<file path="src/rtl/bank_irq_pkg.sv">
// Shared register selector encoding and control-register indices for the
// per-bank interrupt status unit. Assumes a two-bit selector field on top of
// the register address.
package bank_irq_pkg;

    typedef enum logic [1:0] {
        SEL_STATUS = 2'd0,
        SEL_ENABLE = 2'd1,
        SEL_CTRL   = 2'd2,
        SEL_NONE   = 2'd3
    } reg_sel_e;

    localparam int CTRL_GLOBAL = 0;
    localparam int CTRL_PINMSK = 1;
    localparam int CTRL_CAPS   = 2;

endpackage

</file>
<file path="src/rtl/bank_irq_rb_sync.sv">
// Two-flop synchroniser and rising-edge detector for every bank's ready/busy
// pin. Assumes the pins are asynchronous and high when ready. All flops reset
// to 1, so reset release never reports an edge.
module bank_irq_rb_sync #(
    parameter int NUM_BANKS = 4
) (
    input  logic                 clk,
    input  logic                 rst_n,
    input  logic [NUM_BANKS-1:0] rb_i,
    output logic [NUM_BANKS-1:0] rise_o
);

    for (genvar b = 0; b < NUM_BANKS; b++) begin : g_pin
        logic meta_q, sync_q, last_q;

        // Resynchronise the pin and keep the previous synchronised level.
        always_ff @(posedge clk) begin
            if (!rst_n) begin
                meta_q <= 1'b1;
                sync_q <= 1'b1;
                last_q <= 1'b1;
            end else begin
                meta_q <= rb_i[b];
                sync_q <= meta_q;
                last_q <= sync_q;
            end
        end

        // Flag a low-to-high transition of the synchronised level.
        assign rise_o[b] = sync_q & ~last_q;
    end

endmodule

</file>
<file path="src/rtl/bank_irq_bank_regs.sv">
// Status and enable registers of one bank. Status bits are set on rising
// event inputs and cleared by write-one. A new event beats a clear in the
// same cycle. Assumes the event inputs are synchronous to clk.
module bank_irq_bank_regs #(
    parameter int EVT_W   = 8,
    parameter int RDY_BIT = 0
) (
    input  logic             clk,
    input  logic             rst_n,
    input  logic [EVT_W-1:0] evt_i,
    input  logic             rdy_rise_i,
    input  logic             clr_we_i,
    input  logic             en_we_i,
    input  logic [EVT_W-1:0] wdata_i,
    output logic [EVT_W-1:0] status_o,
    output logic [EVT_W-1:0] enable_o,
    output logic             hit_o
);

    logic [EVT_W-1:0] evt_last_q;
    logic [EVT_W-1:0] set_vec;
    logic [EVT_W-1:0] clr_vec;

    // Remember the previous level of every event input.
    always_ff @(posedge clk) begin
        if (!rst_n) evt_last_q <= '0;
        else        evt_last_q <= evt_i;
    end

    // Collect the bits to set from event edges and the ready-pin edge.
    always_comb begin
        set_vec          = evt_i & ~evt_last_q;
        set_vec[RDY_BIT] = set_vec[RDY_BIT] | rdy_rise_i;
        clr_vec          = clr_we_i ? wdata_i : '0;
    end

    // Update status: clear by write-one, then apply sets so events win.
    always_ff @(posedge clk) begin
        if (!rst_n) status_o <= '0;
        else        status_o <= (status_o & ~clr_vec) | set_vec;
    end

    // Load the enable register on a write.
    always_ff @(posedge clk) begin
        if (!rst_n)       enable_o <= '0;
        else if (en_we_i) enable_o <= wdata_i;
    end

    // The bank requests service when an enabled status bit is set.
    assign hit_o = |(status_o & enable_o);

endmodule

</file>
<file path="src/rtl/bank_irq_unit.sv">
// Top of the per-bank interrupt status unit: register decode, control
// registers, per-bank register instances, read-back mux and the combined
// interrupt. Assumes NUM_BANKS is a power of two no smaller than 2, and
// DATA_W no smaller than EVT_W, NUM_BANKS and 4.
module bank_irq_unit
    import bank_irq_pkg::*;
#(
    parameter  int NUM_BANKS = 4,
    parameter  int EVT_W     = 8,
    parameter  int DATA_W    = 16,
    parameter  int RDY_BIT   = 0,
    localparam int BANK_W    = $clog2(NUM_BANKS),
    localparam int IDX_W     = (BANK_W < 2) ? 2 : BANK_W,
    localparam int ADDR_W    = 2 + IDX_W
) (
    input  logic                       clk,
    input  logic                       rst_n,
    input  logic [NUM_BANKS*EVT_W-1:0] evt_i,
    input  logic [NUM_BANKS-1:0]       rb_ready_i,
    input  logic                       reg_we_i,
    input  logic [ADDR_W-1:0]          reg_addr_i,
    input  logic [DATA_W-1:0]          reg_wdata_i,
    output logic [DATA_W-1:0]          reg_rdata_o,
    output logic                       irq_o
);

    localparam logic [IDX_W:0] BANKS_IDX = (IDX_W+1)'(NUM_BANKS);

    reg_sel_e                   sel;
    logic [IDX_W-1:0]           idx;
    logic [BANK_W-1:0]          bank;
    logic                       idx_is_bank;
    logic                       global_en_q;
    logic [NUM_BANKS-1:0]       pin_mask_q;
    logic [NUM_BANKS-1:0]       rb_rise;
    logic [NUM_BANKS-1:0]       bank_hit;
    logic [EVT_W-1:0]           status_arr [NUM_BANKS];
    logic [EVT_W-1:0]           enable_arr [NUM_BANKS];
    logic [NUM_BANKS*EVT_W-1:0] status_flat;
    logic [NUM_BANKS*EVT_W-1:0] enable_flat;

    // Split the address into selector and index fields.
    always_comb begin
        sel         = reg_sel_e'(reg_addr_i[ADDR_W-1 -: 2]);
        idx         = reg_addr_i[IDX_W-1:0];
        bank        = idx[BANK_W-1:0];
        idx_is_bank = ({1'b0, idx} < BANKS_IDX);
    end

    // Control registers: global enable and pin-watch mask.
    always_ff @(posedge clk) begin
        if (!rst_n) begin
            global_en_q <= 1'b0;
            pin_mask_q  <= '0;
        end else if (reg_we_i && sel == SEL_CTRL) begin
            if (idx == IDX_W'(CTRL_GLOBAL)) global_en_q <= reg_wdata_i[0];
            if (idx == IDX_W'(CTRL_PINMSK)) pin_mask_q  <= reg_wdata_i[NUM_BANKS-1:0];
        end
    end

    bank_irq_rb_sync #(
        .NUM_BANKS (NUM_BANKS)
    ) u_rb_sync (
        .clk    (clk),
        .rst_n  (rst_n),
        .rb_i   (rb_ready_i),
        .rise_o (rb_rise)
    );

    for (genvar b = 0; b < NUM_BANKS; b++) begin : g_bank
        logic clr_we, en_we;

        // Decode the per-bank write strobes.
        assign clr_we = reg_we_i && sel == SEL_STATUS && idx == IDX_W'(b);
        assign en_we  = reg_we_i && sel == SEL_ENABLE && idx == IDX_W'(b);

        bank_irq_bank_regs #(
            .EVT_W   (EVT_W),
            .RDY_BIT (RDY_BIT)
        ) u_regs (
            .clk        (clk),
            .rst_n      (rst_n),
            .evt_i      (evt_i[b*EVT_W +: EVT_W]),
            .rdy_rise_i (rb_rise[b] & pin_mask_q[b]),
            .clr_we_i   (clr_we),
            .en_we_i    (en_we),
            .wdata_i    (reg_wdata_i[EVT_W-1:0]),
            .status_o   (status_arr[b]),
            .enable_o   (enable_arr[b]),
            .hit_o      (bank_hit[b])
        );

        assign status_flat[b*EVT_W +: EVT_W] = status_arr[b];
        assign enable_flat[b*EVT_W +: EVT_W] = enable_arr[b];
    end

    // Read-back multiplexer.
    always_comb begin
        reg_rdata_o = '0;
        unique case (sel)
            SEL_STATUS: if (idx_is_bank) reg_rdata_o[EVT_W-1:0] = status_arr[bank];
            SEL_ENABLE: if (idx_is_bank) reg_rdata_o[EVT_W-1:0] = enable_arr[bank];
            SEL_CTRL: begin
                if (idx == IDX_W'(CTRL_GLOBAL)) reg_rdata_o[0] = global_en_q;
                if (idx == IDX_W'(CTRL_PINMSK)) reg_rdata_o[NUM_BANKS-1:0] = pin_mask_q;
                if (idx == IDX_W'(CTRL_CAPS))   reg_rdata_o[3:0] = 4'(BANK_W);
            end
            default: reg_rdata_o = '0;
        endcase
    end

    // Combined interrupt, gated by the global enable.
    assign irq_o = global_en_q & (|bank_hit);

endmodule

</file>
<file path="config.mk">
export PLATFORM = sky130hd
export DESIGN_NAME = bank_irq_unit
export DESIGN_NICKNAME = d
export VERILOG_FILES = /design/src/rtl/bank_irq_pkg.sv /design/src/rtl/bank_irq_rb_sync.sv /design/src/rtl/bank_irq_bank_regs.sv /design/src/rtl/bank_irq_unit.sv
export SDC_FILE = /design/constraint.sdc
export NUM_CORES = 1
export LEC_CHECK = 0
export BUFFER_PORTS_ARGS = -buffer_cell sky130_fd_sc_hd__buf_2
export CORE_MARGIN = 2
export CORE_UTILIZATION = 57
export CTS_BUF_LIST = sky130_fd_sc_hd__clkbuf_8 sky130_fd_sc_hd__clkbuf_16
export DETAILED_ROUTE_END_ITERATION = 8
export PLACE_DENSITY = 0.8
export SLEW_MARGIN = 20
export SYNTH_ARGS = -nofsm -noshare
export SYNTH_HDL_FRONTEND = slang
export SYNTH_SLANG_ARGS = --single-unit
</file>
<file path="constraint.sdc">
create_clock -name clk -period 3.8 [get_ports clk]
set_input_delay 0.76 -clock clk [delete_from_list [all_inputs] [get_ports clk]]
set_output_delay 0.76 -clock clk [all_outputs]
set_load 0.01 [all_outputs]
</file>
### Yosys cells after proc, flatten, opt, wreduce, memory -nomap -nowiden

Index checks and enable logic that the tools add are counted.

* $lt $le $gt $ge: 1
* equal/unequal tests: 5
* muxes and demuxes: 15
* bitwise gates (word level): 42
* reductions and logical operators: 16

Operators by type and width (count)
* $and 8x8->8: 12
* $mux 8: 8
* $not 8->8: 8
* $bmux 8 s2: 2
* $or 8x8->8: 4
* $reduce_or 32->1: 1
* $pmux 4 s3: 1
* $logic_and 1x1->1: 11
* $and 1x1->1: 9
* $mux 4: 2
* $pmux 4 s2: 1
* $eq 2x2->1 const B: 3
* $eq 2x1->1 const B: 2
* $logic_not 2->1: 2
* $not 1->1: 4
* $or 1x1->1: 4
* $reduce_and 2->1: 2
* $ge 3x3->1 const B: 1
* $not 2->3: 1
* $mux 1: 1

* flip-flop bits (word level): 113
* bits of input ports: 59
* word-level logic and storage cells: 105

### Depth between registers and ports, before layout

Gate-level depths: netlist of the first run.

* depth in word-level cells: 7
* mapped depth: 5
* mapped depth without buffers: 3

### Modules after synthesis

A second synthesis of the first run with hierarchy kept.

* cell total of the unflattened synthesis: 450
* area total of the unflattened synthesis: 4877.2 um^2

By module, submodules not included
* bank_irq_bank_regs: instances 4, cells each 80, area each 885.8 um^2, seq. area each 480.5 um^2
* bank_irq_unit: instances 1, cells each 101, area each 969.7 um^2, seq. area each 100.1 um^2
* bank_irq_rb_sync: instances 1, cells each 29, area each 364.1 um^2, seq. area each 240.2 um^2

### Least setup slack after synthesis of the first run

Ideal clock, no wire load.

* path kind: input to output
* from: in reg_addr_i[0]
* to: out reg_rdata_o[0]
* arrival time: 1.705 ns
* path slack: 1.335 ns
* stages on the path: 4
* path buffers: 1
* cells stage by stage: buf_6 mux4_2 a22oi_1 o41ai_1

* longest elaborated chain between the ends: 5
* elaborated cells between the ends (all ways): 14
* classes of those cells: eq/ne: 2; mux: 10; bitwise: 1; reduce/logical: 1

Ends and longest elaborated chain
* start: declaration: line bank_irq_unit.sv:21 `input logic [ADDR_W-1:0] reg_addr_i,`
* $not 2->3 (not written as such) / $logic_not 2->1 (equally long branches): line bank_irq_unit.sv:101, bank_irq_unit.sv:102, bank_irq_unit.sv:104
* $bmux 8 s2, or another cell as far along: line bank_irq_unit.sv:102 `SEL_ENABLE: if (idx_is_bank) reg_rdata_o[EVT_W-1:0] = enable_arr[bank];`
* $mux 8 (not written as such), or another cell as far along (2 in a row): line bank_irq_unit.sv:102
* $pmux 4 s3 *: line bank_irq_unit.sv:100 `unique case (sel)`
* end: declaration: line bank_irq_unit.sv:23 `output logic [DATA_W-1:0] reg_rdata_o,`

Mark *: on every way between the ends. The rest lies on a longest branch, timed or not. The select of a mux whose other input is x is not followed.

### Final worst setup path of the first run

Same ends and word-level chain as after synthesis.

==> results of run 1 <==
cell type report:
cell class	instances	share of cell area, %
timing repair buffer	64	6.00
tap	108	2.30
multi-input combinational	335	41.1
clock inverter	11	1.77
clock buffer	21	7.98
inverter	37	2.36
sequential	113	38.5
layer usage:
layer / GRT usage, % / part of all wire, %
met5: 0 / 0
met4: 12.9 / 2.7
met3: 7.59 / 9.6
met2: 44.8 / 47
met1: 38.0 / 41
report_power, final:
group | total, mW | internal [mW] | switching [mW]
registers | 1.28 | 1.24 | 0.0402
clock network | 1.51 | 0.937 | 0.573
logic | 0.255 | 0.112 | 0.143
total | 3.05 | 2.29 | 0.756
how the worst min path moves through the flow:
stage | endpoint | slack (ns) | start
floorplan | u_rb_sync.g_pin[0].sync_q$_SDFF_PN1_ | 0.39 | u_rb_sync.g_pin[0].meta_q$_SDFF_PN1_
global placement | u_rb_sync.g_pin[3].sync_q$_SDFF_PN1_ | 0.39 | u_rb_sync.g_pin[3].meta_q$_SDFF_PN1_
detailed placement | u_rb_sync.g_pin[1].sync_q$_SDFF_PN1_ | 0.40 | u_rb_sync.g_pin[1].meta_q$_SDFF_PN1_
CTS | u_rb_sync.g_pin[1].meta_q$_SDFF_PN1_ | 0.41 | rb_ready_i[1]
global route | u_rb_sync.g_pin[0].meta_q$_SDFF_PN1_ | 0.41 | rb_ready_i[0]
finish | u_rb_sync.g_pin[1].sync_q$_SDFF_PN1_ | 0.41 | u_rb_sync.g_pin[1].meta_q$_SDFF_PN1_
through the flow:
| stage | cell area [sq um] | hold WS [ns] | worst slack [ns] |
|---|---|---|---|
| 6_report | 5880 | 0.405 | 0.618 |
| 5_1_grt | 5880 | 0.412 | 0.512 |
| 4_1_cts | 5860 | 0.408 | 0.599 |
| 3_5_place_dp | 5290 | 0.396 | 0.607 |
| 3_3_place_gp | 5290 | 0.389 | 0.673 |
| 2_1_floorplan | 5090 | 0.386 | 1.34 |
flip-flops by register name, indices dropped and copies added (netlist names):
name and flops:
g_bank.u_regs.enable_o 32, g_bank.u_regs.evt_last_q 32, u_rb_sync.g_pin.last_q 4, u_rb_sync.g_pin.sync_q 4, g_bank.u_regs.status_o 32, global_en_q 1
u_rb_sync.g_pin.meta_q 4, pin_mask_q 4
cell usage in the layout (no fill, tap or decap), types with 4 or more instances in the layout:
cell type	count
a21boi_0	34
dfxtp_1	113
nand4_1	4
buf_2	59
o21a_1	32
o21ai_0	41
nand3_1	37
mux2i_1	5
nor2_1	5
mux4_2	8
a31oi_1	32
inv_1	37
a22oi_1	20
mux4_1	8
clkinvlp_4	5
nand3b_1	6
clkbuf_8	5
clkbuf_16	16
nor2b_1	29
nand2b_1	13
conb_1	8
and2_1	32
worst reg2reg max path: stages (launching register included):
cell and delay [ns]:
dfxtp_1 0.32, nand3b_1 0.12, o21ai_0 0.10, o21a_1 0.19
cells by family (layout without fill, tap and decap cells):
| kind of cell | Yosys count | after routing | synth area share, % |
|---|---|---|---|
| AOI/OAI and AO/OA | 168 | 168 | 22.2 |
| other | 1 | 8 | 0.0741 |
| and+or+nand+nor | 138 | 138 | 16.3 |
| buffers and inverters | 90 | 133 | 8.09 |
| DFF | 113 | 113 | 44.7 |
| muxes | 21 | 21 | 8.70 |
==> reports/results.tsv, run 1 <==
metric	value	unit
drcViolationCount	0	
crit_arrival	2.42	ns
drt_pass1_iterations	7	
synth_most_common_cell	dfxtp_1	
clock_path_buffers	2	
cp_slowest_cell	mux4_1	
setup_viol	0	
yosys.area.top_type	dfxtp_1	
antenna_found_initial	0	
io_pins	76	
hpwl	8500	um
max_freq	314	MHz
cts_hold_buf	0	
cts_max_level	4	
grt_max_degree	60	
die_y	98.2	um
fin_skew	0.00698	ns
worstRegToRegCells	3	
end_kind	output port	
utilization	67.7	%
finalHoldViolCount	0	
path_clk_slew	0.06	ns
peakVddDrop	0.405	mV
yosysUniqueCellTypes	36	
crit_family	buffers and inverters	
fin_nets	627	
fillers	715	
syn_inst	531	
period_needed	3.18	ns
holdPathStages	1	
ff2ff_setup_slack	2.96	ns
instances_no_fill	689	
syn_area	5060	sq um
diodes	0	
io_buffers	59	
place_congestion	0.926	
seqCellArea	2260	sq um
rr_endpoint	g_bank[2].u_regs.status_o[0]$_SDFF_PN0_	
clkLatencyLatePin	0.52	ns
crit_buf_inv	2	
grt_use_total	28.8	%
power	3.05	mW
yosys.area.top_type_share	44.7	%
post-route-period-util	83.7	%
num_vias	4153	
area_delta_synth_final	16.1	%
outcome	finished clean	
ctsRootBufferMaster	clkbuf_8	
multi_input_area	2410	sq um
initial_core_util	58.3	%
drive_gt1_share	18.9	%
yosys_warnings	0	
num_rows	34	
cts_made_buffers	17	
synthTopCellsByCount	dfxtp_1, o21ai_0, inv_1, nand3_1, a21boi_0	
worstPathRequired	3.04	ns
ys_seq_area_share	44.7	%
startpoint_type	input pin	
drv_cap	0	
wl_per_cell	19.2	um
yosys_most_used_dff	dfxtp_1	
synthTopCellsByArea	dfxtp_1, a21boi_0, o21a_1	
cts_sinks	113	
cp.depth	5	
dieArea	9650	sq um
path_common_cell	buf_2	
min_path_type	reg -> reg	
r2r_start	pin_mask_q[2]$_SDFFE_PN0P_	
synth-edff-count	0	
crit_fanout	25	
p_per_area	518	nW/um^2
path_class	in -> out	
avgViaCountPerCell	6.03	
tightest_slew	0.899	ns
dpl.cell_count	656	
slew_headroom	40.1	%
tns	0	ns
grt_pass1_vias	4118	
worstSetupEndpoint	reg_rdata_o[0]	
cp_cell_sequence	buf_2, mux4_1, a22oi_1, o41ai_1, buf_2	
coreArea	8680	sq um
power.leakage	2.34	nW
async_flop_share	0	%
drt-initial-drc-count	375	
drv_slew	0	
grt_pass1_wl	21300	um
grt_setup_unrepaired	no	
max_stage_delay	0.64	ns
crit_start	reg_addr_i[0]	
avgSynthCellArea	9.53	sq um
cts.repair.resized	0	
die_w	98.2	um
drtAntennaViolNets	0	
overflow	0	
routed_wl	13200	um
postCtsSetupBuffers	0	
cts_tree	done	
ys_ff_latch	113	
Power figures use the tool's default switching activity.
==> inputs of run 2 (changes only) <==
--- a/config.mk
+++ b/config.mk
@@ -5,12 +5,13 @@
 export SDC_FILE = /design/constraint.sdc
 export NUM_CORES = 1
 export LEC_CHECK = 0
+export ABC_AREA = 1
 export BUFFER_PORTS_ARGS = -buffer_cell sky130_fd_sc_hd__buf_2
 export CORE_MARGIN = 2
-export CORE_UTILIZATION = 57
+export CORE_UTILIZATION = 50
 export CTS_BUF_LIST = sky130_fd_sc_hd__clkbuf_8 sky130_fd_sc_hd__clkbuf_16
 export DETAILED_ROUTE_END_ITERATION = 8
-export PLACE_DENSITY = 0.8
+export PLACE_DENSITY = 0.75
 export SLEW_MARGIN = 20
 export SYNTH_ARGS = -nofsm -noshare
 export SYNTH_HDL_FRONTEND = slang
==> constraint.sdc (replaced) <==
create_clock -name clk -period 2.9 [get_ports clk]
set_input_delay 0.58 -clock clk [delete_from_list [all_inputs] [get_ports clk]]
set_output_delay 0.58 -clock clk [all_outputs]
set_load 0.01 [all_outputs]
==> reports/results.tsv, run 2 <==
metric	value	unit
outcome	finished clean	
grt_max_degree	48	
path_class	in -> out	
io_buffers	59	
path_clk_slew	0.05	ns
cts_max_level	4	
diodes	0	
crit_arrival	1.92	ns
grt_pass1_wl	18700	um
cts_hold_buf	0	
setup_viol	0	
end_kind	output port	
ys_ff_latch	113	
max_freq	399	MHz
drv_cap	0	
avgSynthCellArea	7.32	sq um
cts_made_buffers	17	
drt-initial-drc-count	298	
drtAntennaViolNets	0	
slew_headroom	52.7	%
ys_seq_area_share	49.9	%
grt_pass1_vias	4030	
worstPathRequired	2.32	ns
holdPathEnd	u_rb_sync.g_pin[3].meta_q$_SDFF_PN1_	
async_flop_share	0	%
power	3.99	mW
utilization	62.2	%
synthTopCellsByArea	dfxtp_1, nand2_1, o21ai_0	
num_rows	34	
worstRegToRegCells	6	
reg_top3	g_bank.u_regs.enable_o x32, g_bank.u_regs.evt_last_q x32, g_bank.u_regs.status_o x32	
dieArea	9840	sq um
ctsRootBufferMaster	clkbuf_8	
cp_slowest_cell	clkinv_1	
p_per_area	731	nW/um^2
yosys.area.top_type_share	49.9	%
postCtsSetupBuffers	0	
avgViaCountPerCell	5.21	
holdPathStages	2	
fin_nets	738	
area_delta_synth_final	20.3	%
path_common_cell	nand2_1	
drive_gt1_share	16.3	%
tns	0	ns
syn_area	4530	sq um
clock_path_buffers	2	
die_w	99.2	um
cp_cell_sequence	buf_2, inv_1, nand2_1, clkinv_1, nand2_1, nand4_1, nand2_1, nand3_1, buf_2	
post-route-period-util	86.4	%
place_congestion	0.922	
die_y	99.2	um
synth_most_common_cell	nand2_1	
yosysUniqueCellTypes	25	
fin_skew	0.00459	ns
finalHoldViolCount	0	
io_pins	76	
routed_wl	11200	um
cts_sinks	113	
coreArea	8760	sq um
rr_endpoint	g_bank[0].u_regs.status_o[0]$_SDFF_PN0_	
grt_setup_unrepaired	no	
syn_inst	619	
tightest_slew	0.710	ns
crit_buf_inv	4	
drcViolationCount	0	
overflow	0	
synth-edff-count	0	
initial_core_util	51.7	%
peakVddDrop	0.400	mV
max_stage_delay	0.38	ns
antenna_found_initial	0	
cts_tree	done	
drt_pass1_iterations	5	
num_vias	4168	
ff2ff_setup_slack	2.02	ns
period_needed	2.50	ns
final_common_cell	nand2_1	
final_cell_mix	nand2_1, dfxtp_1, inv_1	
power.leakage	2.70	nW
yosys_warnings	0	
drv_slew	0	
r2r_start	u_rb_sync.g_pin[0].sync_q$_SDFF_PN1_	
cts.repair.resized	0	
wl_per_cell	14.0	um
hold_start	rb_ready_i[3]	
min_path_type	in -> reg	
startpoint_type	input pin	
yosys.area.top_type	dfxtp_1	
hpwl	7650	um
synthTopCellsByCount	nand2_1, dfxtp_1, inv_1	
clkLatencyLatePin	0.51	ns
yosys_most_used_dff	dfxtp_1	
crit_family	buffers and inverters	
grt_use_total	23.8	%
crit_fanout	17	
## run 2: cell families (layout without fill, tap and decap cells)
kind of cell	count (synthesis)	after routing	synth area share, %
compound gates	113	113	13.3
simple gates	302	302	28.1
buf+inv	90	156	8.56
flops	113	113	49.9
other cells	1	8	0.0827
## run 2: worst max path at each step
stage | startpoint | to | slack, ns | cells after the start
finish | reg_addr_i[1] | reg_rdata_o[3] | 0.40 | 9
global route | reg_addr_i[1] | reg_rdata_o[3] | 0.25 | 9
CTS | reg_addr_i[1] | reg_rdata_o[2] | 0.40 | 9
detailed placement | reg_addr_i[1] | reg_rdata_o[2] | 0.42 | 9
global placement | reg_addr_i[1] | reg_rdata_o[2] | 0.43 | 9
floorplan | reg_addr_i[1] | reg_rdata_o[1] | 0.90 | 8
## run 2: area by class of cell
type,count,area [sq um]
fillers,774,3310
repair buffers,62,330
inverters,62,233
multi-input cells,423,1910
well taps,108,135
clock inverters,13,144
flip-flops and latches,113,2260
clock buffers,19,442
## run 2: power breakdown
group | total, mW | switching, mW | internal [mW]
Sequential | 1.70 | 0.0574 | 1.64
Combinational | 0.262 | 0.164 | 0.0981
Clock | 2.03 | 0.692 | 1.34
Total | 3.99 | 0.914 | 3.07
## run 2: per-layer routing
metal / global-route usage, % / part of all wire [%] / routed length (um) / vias up
li1: - / - / - / 2085
met1: 30.9 / 45 / 5030 / 1903
met2: 38.0 / 47 / 5250 / 158
met3: 5.06 / 5.7 / 638 / 22
met4: 10.9 / 2.2 / 246 / 0
met5: 0 / 0 / 0 / -
## run 2: stage by stage
stage          instance area, sq um  hold WS, ns  worst slack [ns]  std cells
2_1_floorplan                  4560        0.391             0.897        626
3_3_place_gp                   4870        0.394             0.433        768
3_5_place_dp                   4870        0.399             0.416        768
4_1_cts                        5450        0.240             0.403        800
5_1_grt                        5450        0.245             0.246        800
6_report                       5450        0.250             0.395        800
